File: config.mk
export PLATFORM = sky130hd
export DESIGN_NAME = cascade_timer
export DESIGN_NICKNAME = d
export VERILOG_FILES = /design/src/rtl/timer_pkg.sv /design/src/rtl/tick_divider.sv /design/src/rtl/count_unit.sv /design/src/rtl/cascade_timer.sv
export SDC_FILE = /design/constraint.sdc
export NUM_CORES = 1
export LEC_CHECK = 0
export BUFFER_PORTS_ARGS = -buffer_cell sky130_fd_sc_hd__buf_2
export CAP_MARGIN = 40
export CORE_ASPECT_RATIO = 0.8
export CORE_UTILIZATION = 35
export CTS_CLUSTER_SIZE = 25
export DETAILED_ROUTE_END_ITERATION = 6
export SLEW_MARGIN = 15
export SYNTH_ARGS = -nofsm -noshare
export SYNTH_HDL_FRONTEND = slang
export SYNTH_SLANG_ARGS = --single-unit
File: constraint.sdc
create_clock -name clk -period 5.59 [get_ports clk]
set_input_delay 0.8385 -clock clk [delete_from_list [all_inputs] [get_ports clk]]
set_output_delay 0.8385 -clock clk [all_outputs]
set_load 0.02 [all_outputs]
File: src/rtl/timer_pkg.sv
package timer_pkg;
  localparam int BYTE_W = 8;

  typedef enum logic [1:0] {
    SEL_CTR1 = 2'd0,
    SEL_CTR2 = 2'd1,
    SEL_NONE = 2'd2,
    SEL_CFG  = 2'd3
  } bus_sel_e;

  typedef enum logic {
    PH_LO = 1'b0,
    PH_HI = 1'b1
  } byte_phase_e;
endpackage

File: src/rtl/tick_divider.sv
module tick_divider #(
  parameter int DIV = 8
) (
  input  logic clk,
  input  logic rst_n,
  input  logic restart,
  output logic tick
);
  localparam int CW = (DIV > 1) ? $clog2(DIV) : 1;
  localparam logic [CW-1:0] LAST = CW'(DIV - 1);

  logic [CW-1:0] cnt_q, cnt_d;

  always_comb begin
    if (restart)          cnt_d = '0;
    else if (cnt_q == LAST) cnt_d = '0;
    else                  cnt_d = cnt_q + 1'b1;
  end

  always_ff @(posedge clk or negedge rst_n) begin
    if (!rst_n) cnt_q <= '0;
    else        cnt_q <= cnt_d;
  end

  assign tick = (cnt_q == LAST);
endmodule

File: src/rtl/count_unit.sv
module count_unit
  import timer_pkg::*;
#(
  parameter int BW = BYTE_W
) (
  input  logic          clk,
  input  logic          rst_n,
  input  logic          cfg_wr,
  input  logic          data_wr,
  input  logic          data_rd,
  input  logic [BW-1:0] wdata,
  input  logic          step,
  output logic [BW-1:0] rdata,
  output logic [2*BW-1:0] count_o,
  output logic          start_o,
  output logic          pulse_o
);
  localparam int CW = 2 * BW;
  localparam logic [CW-1:0] ONE = CW'(1);

  byte_phase_e   phase_q, phase_d;
  logic [BW-1:0] lo_stage_q, lo_stage_d;
  logic [BW-1:0] hold_q, hold_d;
  logic [CW-1:0] reload_q, reload_d;
  logic [CW-1:0] count_q, count_d;
  logic          run_q, run_d;
  logic          term;

  assign term = (count_q == ONE);

  always_comb begin
    phase_d    = phase_q;
    lo_stage_d = lo_stage_q;
    hold_d     = hold_q;
    reload_d   = reload_q;
    count_d    = count_q;
    run_d      = run_q;
    if (cfg_wr) begin
      phase_d = PH_LO;
      run_d   = 1'b0;
    end else if (data_wr) begin
      if (phase_q == PH_LO) begin
        lo_stage_d = wdata;
        phase_d    = PH_HI;
      end else begin
        reload_d = {wdata, lo_stage_q};
        count_d  = {wdata, lo_stage_q};
        run_d    = 1'b1;
        phase_d  = PH_LO;
      end
    end else begin
      if (data_rd) begin
        if (phase_q == PH_LO) begin
          hold_d  = count_q[CW-1:BW];
          phase_d = PH_HI;
        end else begin
          phase_d = PH_LO;
        end
      end
      if (run_q && step) begin
        count_d = term ? reload_q : (count_q - ONE);
      end
    end
  end

  always_ff @(posedge clk or negedge rst_n) begin
    if (!rst_n) begin
      phase_q    <= PH_LO;
      lo_stage_q <= '0;
      hold_q     <= '0;
      reload_q   <= '0;
      count_q    <= '0;
      run_q      <= 1'b0;
    end else begin
      phase_q    <= phase_d;
      lo_stage_q <= lo_stage_d;
      hold_q     <= hold_d;
      reload_q   <= reload_d;
      count_q    <= count_d;
      run_q      <= run_d;
    end
  end

  assign rdata   = (phase_q == PH_LO) ? count_q[BW-1:0] : hold_q;
  assign count_o = count_q;
  assign start_o = data_wr && !cfg_wr && (phase_q == PH_HI);
  assign pulse_o = run_q && step && term;
endmodule

File: src/rtl/cascade_timer.sv
module cascade_timer
  import timer_pkg::*;
#(
  parameter int BW       = BYTE_W,
  parameter int PRESCALE = 8
) (
  input  logic          clk,
  input  logic          rst_n,
  input  logic [1:0]    bus_addr,
  input  logic          bus_wr,
  input  logic          bus_rd,
  input  logic [BW-1:0] bus_wdata,
  output logic [BW-1:0] bus_rdata,
  output logic          ctr1_out,
  output logic          ctr2_out
);
  localparam int NUM_CTR = 2;
  localparam int CW      = 2 * BW;

  logic [1:0] rst_pipe_q;
  logic       rst_n_sync;

  always_ff @(posedge clk or negedge rst_n) begin
    if (!rst_n) rst_pipe_q <= 2'b00;
    else        rst_pipe_q <= {rst_pipe_q[0], 1'b1};
  end
  assign rst_n_sync = rst_pipe_q[1];

  bus_sel_e             sel;
  logic                 pre_tick;
  logic [NUM_CTR-1:0]   cfg_wr_v, data_wr_v, data_rd_v, step_v, start_v, pulse_v;
  logic [BW-1:0]        rdata_v [NUM_CTR];
  logic [CW-1:0]        count_v [NUM_CTR];

  assign sel = bus_sel_e'(bus_addr);

  tick_divider #(.DIV(PRESCALE)) u_div (
    .clk     (clk),
    .rst_n   (rst_n_sync),
    .restart (start_v[0]),
    .tick    (pre_tick)
  );

  for (genvar i = 0; i < NUM_CTR; i++) begin : g_ctr
    assign cfg_wr_v[i]  = bus_wr && (sel == SEL_CFG) && (bus_wdata[BW-1:BW-2] == 2'(i));
    assign data_wr_v[i] = bus_wr && (bus_addr == 2'(i));
    assign data_rd_v[i] = bus_rd && !bus_wr && (bus_addr == 2'(i));

    if (i == 0) begin : g_first
      assign step_v[i] = pre_tick;
    end else begin : g_chain
      assign step_v[i] = pulse_v[i-1];
    end

    count_unit #(.BW(BW)) u_cnt (
      .clk     (clk),
      .rst_n   (rst_n_sync),
      .cfg_wr  (cfg_wr_v[i]),
      .data_wr (data_wr_v[i]),
      .data_rd (data_rd_v[i]),
      .wdata   (bus_wdata),
      .step    (step_v[i]),
      .rdata   (rdata_v[i]),
      .count_o (count_v[i]),
      .start_o (start_v[i]),
      .pulse_o (pulse_v[i])
    );
  end

  always_comb begin
    unique case (sel)
      SEL_CTR1: bus_rdata = rdata_v[0];
      SEL_CTR2: bus_rdata = rdata_v[1];
      default:  bus_rdata = '0;
    endcase
  end

  assign ctr1_out = pulse_v[0];
  assign ctr2_out = pulse_v[1];
endmodule

=== Word-level counts from Yosys, hierarchy flattened ===
Cells that the tools add are included.
Widths: inputs -> output; s select.

* Register bits: 105
* Bits in latches: 0
* Bits in writable memories: 0
* ROM bits: 0
* Input bits: 14
* Output and inout port bits: 10
* Word-level logic and storage cells: 94
* Memories kept: 0

* Add/subtract/negate cells: 3
* $mul: 0
* Div/mod/pow operators: 0
* Magnitude comparators: 0
* Equal/unequal tests: 8
* Shifts and indexed selects: 0
* Multiplexer cells: 27
* Bitwise gates (word level): 6
* Reduce and logical (&&, ||, !) cells: 36

{| class="wikitable"
|+ Operators by type and width
! operator !! number
|-
| $mux 16 || 8
|-
| $eq 16x1->1 const B || 2
|-
| $sub 16x1->16 const B || 2
|-
| $reduce_and 3->1 || 6
|-
| $mux 8 || 2
|-
| $pmux 8 s2 || 1
|-
| $logic_and 1x1->1 || 14
|-
| $mux 1 || 14
|-
| $reduce_bool 2->1 || 6
|-
| $reduce_and 4->1 || 2
|-
| $mux 3 || 2
|-
| $not 1->1 || 6
|-
| $reduce_bool 3->1 || 2
|-
| $eq 2x1->1 const B || 2
|-
| $logic_not 2->1 || 2
|-
| $ne 2x2->1 const B || 2
|-
| $reduce_and 2->1 || 2
|-
| $add 3x1->3 const B || 1
|-
| $eq 3x3->1 const B || 1
|-
| $eq 2x2->1 const B || 1
|-
| $logic_not 1->1 || 2
|}

=== Depth between registers and ports, before layout ===
* Depth in word-level cells: 7
* Gate-level depth with buffers: 9
* Gate-level depth less buffers: 7

=== Modules after synthesis ===
Synthesis repeated with hierarchy kept, for this count alone.

* Cells, all modules: 577
* Area, all modules: 5790.6 µm²

{| class="wikitable"
|+ By module, submodules not included
! module !! times used !! cells each !! area each (µm²) !! seq. area each (µm²)
|-
| count_unit (g_ctr[0].u_cnt) || 1 || 274 || 2721.4 || 1251.2
|-
| count_unit (g_ctr[1].u_cnt) || 1 || 267 || 2700.1 || 1251.2
|-
| cascade_timer || 1 || 28 || 246.5 || 50.0
|-
| tick_divider || 1 || 8 || 122.6 || 75.1
|}

=== Worst setup path after synthesis ===
OpenSTA, ideal clock, no wires.

* Path type: in2out
* Start: input port bus_addr[0]
* End: output port bus_rdata[4]
* Arrival time: 2.194 ns
* Required time: 4.752 ns
* Path slack: 2.557 ns
* Cell stages on the path: 5
* Buffers on the path: 3
* Cells stage by stage: buf_2 > clkbuf_1 > buf_1 > a211oi_1 > a211oi_1

* Word-level cells in the longest chain between the ends: 2
* Elaborated cells between the ends (all ways): 3
* Classes of those cells: eq/ne: 1; mux: 1; reduce/logical: 1

{| class="wikitable"
|+ RTL lines
! item !! RTL line !! RTL
|-
| start: declaration || cascade_timer.sv:9 || <nowiki>input logic [1:0] bus_addr,</nowiki>
|-
| $eq 2x1->1 / $logic_not 2->1 (equally long branches) || cascade_timer.sv:71 || <nowiki>unique case (sel)</nowiki>
|-
| $pmux 8 s2 (*) || cascade_timer.sv:71 ||
|-
| end: declaration || cascade_timer.sv:13 || <nowiki>output logic [BW-1:0] bus_rdata,</nowiki>
|}

Every way passes the cells marked *; elsewhere a longest branch is shown, timed or not.

=== Final worst setup path ===
* Start: register g_ctr[0].u_cnt.count_q[1]
* End: output port ctr2_out

* Word-level cells in the longest chain between the ends: 4

{| class="wikitable"
|+ RTL lines
! item !! RTL line !! RTL
|-
| start: declaration || count_unit.sv:25 || <nowiki>logic [CW-1:0] count_q, count_d;</nowiki>
|-
| start signal: assignment || count_unit.sv:79 || <nowiki>count_q <= count_d;</nowiki>
|-
| $eq 16x1->1 || count_unit.sv:29 || <nowiki>assign term = (count_q == ONE);</nowiki>
|-
| $logic_and 1x1->1 (3 in a row) || count_unit.sv:87 || <nowiki>assign pulse_o = run_q && step && term;</nowiki>
|-
| end: declaration || cascade_timer.sv:15 || <nowiki>output logic ctr2_out</nowiki>
|}

No other way between the ends.

==> flow_summary_export.csv <==
group,metric,value,unit
routing,first_pass_iters,5,
timing,fin_crit_sh,0.564,
logic_synthesis,synthAdderAreaFrac,0.0134,
critical_path,required,4.75,ns
placed_design,gp_congestion,0.867,
clock_network,cts_htree_levels,3,
cells_and_area,final_layout_size_suffix_gt1_frac,0.201,
clock_network,tritoncts,"yes",
global_route,grt_overflow,0,
floorplan,die_h,115,um
floorplan,placementRows,41,
global_route,antenna_found_initial,0,
critical_path,critical_path_class,"reg -> out",
clock_network,cts-root-buf,"clkbuf_16",
timing,finalClockSkew,0.0138,ns
global_route,gr-usage-all-layers,0.182,
clock_network,cts_resized,0,
timing,setup_viol,0,
timing,slew_violations,0,
critical_path,cp_max_fo,5,
logic_synthesis,ys_dominant_reg_cell,"dfrtp_1",
floorplan,die_x,144,um
clock_network,clk_latency,0.36,ns
cells_and_area,post-route-util,0.394,
timing,grt_setup_unrepaired,"no",
logic_synthesis,synth-seq-cells,105,
routing,wirelength,14100,um
routing,drtAntennaViolNets,0,
power_and_ir_drop,p_leak,2.60,nW
cells_and_area,area_delta_synth_final,10.2,%
critical_path,start_kind,"register",
power_and_ir_drop,peakVddDrop,0.162,mV
routing,wl_per_cell,17.9,um
placed_design,port_buffers,23,
logic_synthesis,synth_top_family_by_area,"simple AND/OR/NAND/NOR gates",
logic_synthesis,syn_area,5610,um^2
power_and_ir_drop,power_density,505,nW/um^2
global_route,grt_pass1_vias,4089,
power_and_ir_drop,power.total,3.12,mW
timing,tns,0,ns
timing,tightest_slew,0.859,ns
logic_synthesis,synthMuxAreaShare,0.108,
floorplan,core_area,15700,um^2
logic_synthesis,netlist_instances,566,
logic_synthesis,post_synth.cell_area_avg,9.91,um^2
critical_path,cp-end-kind,"output port",
logic_synthesis,synth_compound_area_frac,0.153,
critical_path,cp.arrival,2.31,ns
clock_network,clk_path_buf_depth,2,
logic_synthesis,synthTopCellsByCount,"dfrtp_1, nand2_1, mux2_2",
logic_synthesis,ys_top_cells_by_area,"dfrtp_1, mux2_2, nand2_1, o21ai_0, a21oi_1",
routing,drt_iter0_drc,433,
logic_synthesis,syn_nets,586,
floorplan,die_area,16500,um^2
timing,slew_headroom,0.425,
timing,max_freq,317,MHz
floorplan,initial_core_util,0.357,
clock_network,cts_setup_buffers,0,
clock_network,cts_buffers,9,
timing,fin_crit,3.15,ns
timing,worst_hold_slack,0.259,ns
logic_synthesis,yosys.area_share.simple,0.184,
cells_and_area,num-nets-final,587,
placed_design,place_hpwl,9840,um
logic_synthesis,synthXorXnorAreaFrac,0.0312,
clock_network,clock_sinks,105,
timing,finalHoldViolations,0,
routing,via_count,4286,
min_path,hp-class,"in -> async",
global_route,grt_pass1_wl,22900,um
clock_network,cts.reportedPaths.clkPinSlew,0.08,ns
routing,avgViaCountPerCell,5.45,
clock_network,postCtsHoldBufs,0,
logic_synthesis,async_reset_ff_frac,1.00,
logic_synthesis,yosysSeqAreaShare,0.468,
logic_synthesis,synth_edf_count,0,
job,cap_violations,0,
floorplan,ios,24,
logic_synthesis,synth_top_area_share,0.468,
status,status,"finished, final reports clean",
cells_and_area,n_antenna_cell,0,
global_route,grt_max_degree,42,
logic_synthesis,synth_most_common_cell,"dfrtp_1",
routing,drc,0,
logic_synthesis,yosysTopAreaCell,"dfrtp_1",
cells_and_area,nFillCells,1546,
logic_synthesis,synth_cell_type_count,67,
logic_synthesis,yosys_warnings,0,
==> state kept, by name, indices dropped and copies added (netlist names) <==
signal,cells
g_ctr.u_cnt.lo_stage_q,16
g_ctr.u_cnt.hold_q,16
g_ctr.u_cnt.phase_q,2
u_div.cnt_q,3
g_ctr.u_cnt.reload_q,32
g_ctr.u_cnt.count_o,32
g_ctr.u_cnt.run_q,2
rst_pipe_q,2
==> routing by layer <==
metal,track usage,part of all wire,up-vias
met5,0,0,-
met4,0.0383,0.0081,0
met3,0.0342,0.049,8
met2,0.270,0.44,120
met1,0.275,0.51,2126
li1,-,-,2032
==> critical path, stage by stage, from the launching register on <==
cell     delay (ns)
dfrtp_1        0.40
inv_1          0.18
ha_1           0.25
nor4b_1        0.24
nand4_1        0.20
nor4_1         0.43
buf_2          0.25
==> cells by family (layout without fill, tap and decap cells) <==
kind of cell | after synthesis | after routing
other | 1 | 1
flip-flops | 105 | 105
multiplexers | 55 | 55
buffers and inverters | 52 | 58
AO/OA/AOI/OAI | 129 | 129
AND/OR/NAND/NOR | 198 | 198
XOR/XNOR | 20 | 20
adder cells (fa/ha/maj) | 6 | 6
==> area by class of cell <==
| cell class | count | area [um^2] | area share |
|---|---|---|---|
| well taps | 215 | 269 | 0.0435 |
| multi-input cells | 409 | 2750 | 0.445 |
| repair buffers | 30 | 188 | 0.0304 |
| inverters | 12 | 45.0 | 0.00729 |
| flip-flops and latches | 105 | 2630 | 0.426 |
| clock buffers | 11 | 253 | 0.0409 |
| clock inverters | 5 | 45.0 | 0.00729 |
==> where the power goes <==
| group | internal, mW | total [mW] | switching [mW] |
|---|---|---|---|
| Combinational | 0.487 | 0.951 | 0.464 |
| Clock | 0.334 | 0.634 | 0.300 |
| Sequential | 1.11 | 1.53 | 0.425 |
| Total | 1.93 | 3.12 | 1.19 |
==> cell usage in the layout (no fill, tap or decap), types with 4 or more instances in the layout <==
master	n
a211oi_1	17
a21oi_1	28
a31oi_1	8
buf_2	23
buf_4	5
clkbuf_16	9
dfrtp_1	104
ha_1	6
inv_1	12
mux2_2	46
mux2i_1	9
nand2_1	84
nand3_1	8
nand4_1	6
nor2_1	36
nor2b_1	7
nor3_1	8
nor3b_1	5
nor4_1	9
o211ai_1	9
o21ai_0	29
o21bai_1	4
o22a_1	4
or4_1	4
xnor2_1	15
xor2_1	5
==> per-stage QoR <==
step | setup WS [ns] | cells | area (um^2)
after CTS | 2.44 | 786 | 6170
after floorplan | 2.45 | 566 | 5610
after global placement | 2.12 | 769 | 5850
after global routing | 2.26 | 787 | 6180
after detailed placement | 2.04 | 770 | 5870
final | 2.44 | 787 | 6180
==> final timing paths <==
| path | from | slack, ns | cells after the start | end |
|---|---|---|---|---|
| hold reg to reg | rst_pipe_q[1] | 0.27 | 0 | g_ctr[1].u_cnt.lo_stage_q[5] |
| min in group clk | rst_pipe_q[0] | 0.36 | 0 | rst_pipe_q[1] |
| setup reg to reg | g_ctr[0].u_cnt.count_o[1] | 3.21 | 9 | g_ctr[1].u_cnt.count_o[0] |
| hold / removal | rst_n | 0.26 | 1 | rst_pipe_q[1] |
| max in group asynchronous | rst_pipe_q[1] | 4.27 | 2 | g_ctr[1].u_cnt.hold_q[1] |
| setup / recovery | g_ctr[0].u_cnt.count_o[1] | 2.44 | 6 | ctr2_out |
(Power assumes the default switching activity.)
